--- src/rtl/pxc_pkg.sv ---
package pxc_pkg;
  typedef enum logic [1:0] {
    MODE_EVT = 2'd0,
    MODE_TOA = 2'd1,
    MODE_TOT = 2'd2,
    MODE_OFF = 2'd3
  } pix_mode_e;
endpackage

--- src/rtl/pxc_hit_sync.sv ---
module pxc_hit_sync #(
  parameter int STAGES = 2
) (
  input  logic clk_i,
  input  logic rst_ni,
  input  logic hit_i,
  output logic level_o,
  output logic rise_o
);
  // STAGES flops for metastability, one more to hold the previous level
  logic [STAGES:0] sh_q;

  always_ff @(posedge clk_i or negedge rst_ni) begin
    if (!rst_ni) sh_q <= '0;
    else         sh_q <= {sh_q[STAGES-1:0], hit_i};
  end

  assign level_o = sh_q[STAGES-1];
  assign rise_o  = sh_q[STAGES-1] & ~sh_q[STAGES];
endmodule

--- src/rtl/pxc_ctrl.sv ---
module pxc_ctrl
  import pxc_pkg::*;
(
  input  logic      clk_i,
  input  logic      rst_ni,
  input  pix_mode_e mode_i,
  input  logic      shutter_i,
  input  logic      clear_i,
  input  logic      level_i,
  input  logic      rise_i,
  output logic      inc_o
);
  logic armed_q;

  always_ff @(posedge clk_i or negedge rst_ni) begin
    if (!rst_ni)                                            armed_q <= 1'b0;
    else if (clear_i)                                       armed_q <= 1'b0;
    else if (mode_i == MODE_TOA && shutter_i && rise_i)     armed_q <= 1'b1;
  end

  always_comb begin
    unique case (mode_i)
      MODE_EVT: inc_o = shutter_i & rise_i;
      MODE_TOA: inc_o = shutter_i & (armed_q | rise_i);
      MODE_TOT: inc_o = shutter_i & level_i;
      default:  inc_o = 1'b0;
    endcase
  end
endmodule

--- src/rtl/pxc_sat_cnt.sv ---
module pxc_sat_cnt #(
  parameter int CNT_W = 14
) (
  input  logic             clk_i,
  input  logic             rst_ni,
  input  logic             clear_i,
  input  logic             inc_i,
  output logic [CNT_W-1:0] cnt_o
);
  localparam logic [CNT_W-1:0] CntMax = {CNT_W{1'b1}};
  logic [CNT_W-1:0] cnt_q;

  always_ff @(posedge clk_i or negedge rst_ni) begin
    if (!rst_ni)                       cnt_q <= '0;
    else if (clear_i)                  cnt_q <= '0;
    else if (inc_i && cnt_q != CntMax) cnt_q <= cnt_q + 1'b1;
  end

  assign cnt_o = cnt_q;
endmodule

--- src/rtl/pxc_shift_out.sv ---
module pxc_shift_out #(
  parameter int CNT_W = 14
) (
  input  logic             clk_i,
  input  logic             rst_ni,
  input  logic             load_i,
  input  logic             shift_i,
  input  logic [CNT_W-1:0] par_i,
  output logic             sout_o
);
  logic [CNT_W-1:0] sr_q;

  always_ff @(posedge clk_i or negedge rst_ni) begin
    if (!rst_ni)      sr_q <= '0;
    else if (load_i)  sr_q <= par_i;
    else if (shift_i) sr_q <= {sr_q[CNT_W-2:0], 1'b0};
  end

  assign sout_o = sr_q[CNT_W-1];
endmodule

--- src/rtl/pixel_hit_counter.sv ---
module pixel_hit_counter
  import pxc_pkg::*;
#(
  parameter int CNT_W       = 14,
  parameter int SYNC_STAGES = 2
) (
  input  logic             clk_i,
  input  logic             rst_ni,
  input  logic [1:0]       mode_i,
  input  logic             shutter_i,
  input  logic             hit_i,
  input  logic             clear_i,
  input  logic             rd_load_i,
  input  logic             rd_shift_i,
  output logic [CNT_W-1:0] rd_data_o,
  output logic             rd_valid_o,
  output logic             rd_sout_o
);
  logic             level, rise, inc;
  logic [CNT_W-1:0] cnt;
  pix_mode_e        mode;

  assign mode = pix_mode_e'(mode_i);

  pxc_hit_sync #(.STAGES(SYNC_STAGES)) u_sync (
    .clk_i, .rst_ni, .hit_i, .level_o(level), .rise_o(rise)
  );

  pxc_ctrl u_ctrl (
    .clk_i, .rst_ni, .mode_i(mode), .shutter_i, .clear_i,
    .level_i(level), .rise_i(rise), .inc_o(inc)
  );

  pxc_sat_cnt #(.CNT_W(CNT_W)) u_cnt (
    .clk_i, .rst_ni, .clear_i, .inc_i(inc), .cnt_o(cnt)
  );

  pxc_shift_out #(.CNT_W(CNT_W)) u_sout (
    .clk_i, .rst_ni, .load_i(rd_load_i & ~shutter_i), .shift_i(rd_shift_i),
    .par_i(cnt), .sout_o(rd_sout_o)
  );

  assign rd_valid_o = ~shutter_i;
  assign rd_data_o  = shutter_i ? '0 : cnt;
endmodule

--- config.mk ---
export PLATFORM = sky130hd
export DESIGN_NAME = pixel_hit_counter
export DESIGN_NICKNAME = d
export VERILOG_FILES = /design/src/rtl/pxc_pkg.sv /design/src/rtl/pxc_hit_sync.sv /design/src/rtl/pxc_ctrl.sv /design/src/rtl/pxc_sat_cnt.sv /design/src/rtl/pxc_shift_out.sv /design/src/rtl/pixel_hit_counter.sv
export SDC_FILE = /design/constraint.sdc
export NUM_CORES = 1
export LEC_CHECK = 0
export BUFFER_PORTS_ARGS = -buffer_cell sky130_fd_sc_hd__buf_2
export CORE_ASPECT_RATIO = 0.75
export CORE_MARGIN = 2
export CORE_UTILIZATION = 50
export CTS_CLUSTER_SIZE = 12
export DETAILED_ROUTE_END_ITERATION = 12
export GPL_ROUTABILITY_DRIVEN = 0
export GPL_TIMING_DRIVEN = 0
export PLACE_DENSITY_LB_ADDON = 0.05
export RECOVER_POWER = 100
export SYNTH_ARGS = -nofsm -noshare
export SYNTH_HDL_FRONTEND = slang
export SYNTH_SLANG_ARGS = --single-unit
--- constraint.sdc ---
create_clock -name clk_i -period 1.7 [get_ports clk_i]
set_input_delay 0.17 -clock clk_i [delete_from_list [all_inputs] [get_ports clk_i]]
set_output_delay 0.17 -clock clk_i [all_outputs]
set_load 0.02 [all_outputs]
==> run_results.csv <==
group,metric,value,unit
clock_network,cts_sinks,32,
power_and_ir_drop,powerDensity,694.8,mW/mm²
logic_synthesis,ys.warnings.count,0,
place,dpl.cell_count,248,
detailed_routing,drt.antenna.violating_nets,0,
setup_path,worstPathMaxFanout,6,
timing,rsz0062_at_grt,"true",
job,maxCapViolCount,0,
final_layout,nNetsFinal,242,
detailed_routing,num_vias,1547,
detailed_routing,drc,0,
power_and_ir_drop,leakage,1.045,nW
logic_synthesis,synth_top_area_share,45.68,%
setup_path,arrival,2030,ps
setup_path,cp-start-kind,"register",
timing,fmax,548.7,MHz
timing,setup_viol,13,
detailed_routing,drt_iter0_markers,102,
timing,fin_crit_sh,107.2,%
global_route,first_global_vias,1420,
place,hpwlAfterDp,2961,µm
logic_synthesis,yosysSeqAreaShare,45.68,%
timing,slew_violations,0,
logic_synthesis,syn_nets,198,
clock_network,cts_tree,"yes",
timing,skew,8.341,ps
die,num_rows,18,
die,die_area,0.004001,mm²
clock_network,clk_path_buf_depth,2,
clock_network,clk_pin_slew_worst_paths,70,ps
logic_synthesis,synth.most_common_cell,"dfrtp_1",
die,fp.dieW,72.37,µm
final_layout,stdcell_count,270,
clock_network,cts-buffers-inserted,5,
status,violations,"negative setup slack",
final_layout,multiInputGateArea,974.7,µm²
logic_synthesis,synthTopCellsByCount,"dfrtp_1, o21ai_0, nand2_1",
detailed_routing,wl_per_cell,16.71,µm
die,start_util,52.95,%
logic_synthesis,synth_seq_cells,32,
timing,slew_headroom,51.40,%
global_route,grt_start_max_net_pins,33,
final_layout,fillers,264,
global_route,antenna_found_initial,0,
die,num_io_pins,25,
die,coreArea,0.003311,mm²
place,dp_slack,-217.9,ps
logic_synthesis,synth_edf_count,0,
logic_synthesis,synth.avg_cell_area,9.475,µm²
final_layout,diodes,0,
global_route,grt_use_total,22.81,%
detailed_routing,drt-total-wl,4511,µm
logic_synthesis,netlist_area,0.001753,mm²
detailed_routing,avgViaCountPerCell,5.730,
timing,post-route-worst-setup-slack,-122.5,ps
clock_network,cts_max_level,2,
timing,tightest_slew,729.0,ps
clock_network,clk_latency,280,ps
detailed_routing,first_pass_iters,4,
die,dieHeight,55.28,µm
final_layout,drive_above_1_share,32.61,%
global_route,overflow,0,
global_route,grt_pass1_wl,6955,µm
hold_path,hold_path_class,"input pin to register",
setup_path,end_kind,"register",
timing,min_period,1823,ps
logic_synthesis,async_flop_share,100.0,%
setup_path,critical_path_class,"register to register",
logic_synthesis,synth_top_area_cell,"dfrtp_1",
timing,finalHoldViolations,0,
status,status,"complete, but fails checks",
place,port_buffers,23,
logic_synthesis,yosysUniqueCellTypes,38,
logic_synthesis,synth_cells,185,
logic_synthesis,ys.flop_type,"dfrtp_1",
setup_path,worstPathRequired,1900,ps
power_and_ir_drop,peakVddDrop,0.0005292,V
clock_network,cts_root_buf,"clkbuf_8",
final_layout,register_area,812.0,µm²
logic_synthesis,synthTopCellsByArea,"dfrtp_1, mux2i_1, o21ai_0, nand2_1, nor2b_1",
final_layout,areaGrowthSynthToFinish,27.12,%
## layout make-up
class,instances,share of cell area [%]
Timing Repair Buffer,37,10.28
Multi-Input combinational cell,139,43.74
Tap cell,40,2.246
Clock buffer,8,4.043
Buffer,10,2.583
Inverter,4,0.6738
Sequential cell,32,36.44
## per-stage QoR
step                hold slack (ps)  area [µm²]  total power, mW  utilization [%]  setup TNS, ps
floorplan                    -125.6        1777           0.8669                -         -83.53
global route                  289.5        2228            1.607            67.31          -1539
CTS                           256.2        2140            1.543            64.63         -793.4
detailed placement            262.2        1942           0.9210            58.65          -2571
global placement              251.5        1942           0.9141            58.65          -1378
finish                        290.1        2228            1.548            67.31          -1007
## power breakdown
group	switching (mW)	internal [mW]	leakage, nW
combinational	0.0963	0.0603	0.576
clock	0.280	0.330	0.0455
sequential	0.00897	0.773	0.424
total	0.385	1.16	1.05
## layout by cell type, fill, tap and decap left out, types with 2 or more instances in the layout
cell type,synthesis,final
or3_1,9,6
or3_4,0,3
inv_1,4,4
nor2b_1,11,10
buf_2,0,23
nand3_1,5,4
nand2_1,24,24
nand3_2,1,2
buf_6,2,2
o21ai_1,0,4
a21oi_2,0,3
mux2i_1,13,13
nor2_1,5,5
dfrtp_1,32,23
dfrtp_2,0,9
dlygate4sd3_1,0,2
clkbuf_1,7,8
nand4_1,2,2
buf_4,0,11
and2b_1,6,6
ha_1,4,3
a21oi_1,11,8
o21ai_0,25,20
and3_2,1,2
clkbuf_8,0,6
nand2b_1,3,3
## layer usage
layer,global-route usage [%],vias to the layer above,part of all wire (%)
met5,0,-,0
met4,9.259,0,1.8
met3,4.380,9,4.0
met2,34.08,34,47
met1,32.62,764,47
li1,-,740,-
## repair_timing
action | CTS | global route
pin swaps | 1 | 12
setup buffers | 7 | 4
gates resized for setup | 13 | 20
hold buffers | 2 | 0
setup endpoints to repair | 14 | 14
cloned | 0 | 1
endpoints found under the hold margin | 33 | 0
## kinds of logic (layout without fill, tap and decap cells)
| logic type | Yosys count | after routing | synth area share, % |
|---|---|---|---|
| AND/OR/NAND/NOR | 78 | 78 | 25.55 |
| adder cells (fa/ha/maj) | 4 | 4 | 2.855 |
| buffers and inverters | 14 | 59 | 3.854 |
| AO/OA/AOI/OAI | 43 | 43 | 13.78 |
| flip-flops | 32 | 32 | 45.68 |
| multiplexers | 14 | 14 | 8.279 |
## path summary, 6_finish.rpt
kind                                     startpoint  depth (start not counted)  slack, ps                     endpoint
hold reg to reg            u_sync.sh_q[0]$_DFF_PN0_                          0        350     u_sync.sh_q[1]$_DFF_PN0_
setup / recovery           u_sync.sh_q[1]$_DFF_PN0_                          6       -120   u_cnt.cnt_o[6]$_DFFE_PN0P_
max in group asynchronous                    rst_ni                          2        720   u_cnt.cnt_o[9]$_DFFE_PN0P_
setup reg to reg           u_sync.sh_q[1]$_DFF_PN0_                          6       -120   u_cnt.cnt_o[6]$_DFFE_PN0P_
hold / removal                              clear_i                          3        290   u_cnt.cnt_o[7]$_DFFE_PN0P_
min in group asynchronous                    rst_ni                          2        470  u_sout.sr_q[13]$_DFFE_PN0P_
## sequential cells by signal, indices dropped and copies added, names as in the netlist
signal,count
u_cnt.cnt_o,14
u_ctrl.armed_q,1
u_sync.sh_q,3
u_sout.sr_q,14
## worst max-delay path, stage by stage, from the launching register on
cell and delay [ps]:
dfrtp_1 390, nor2b_4 170, o21ai_2 70, a221o_2 430
buf_4 190, or3_1 340, a21oi_1 150
Note: power is estimated with default switching activity, not from simulation.
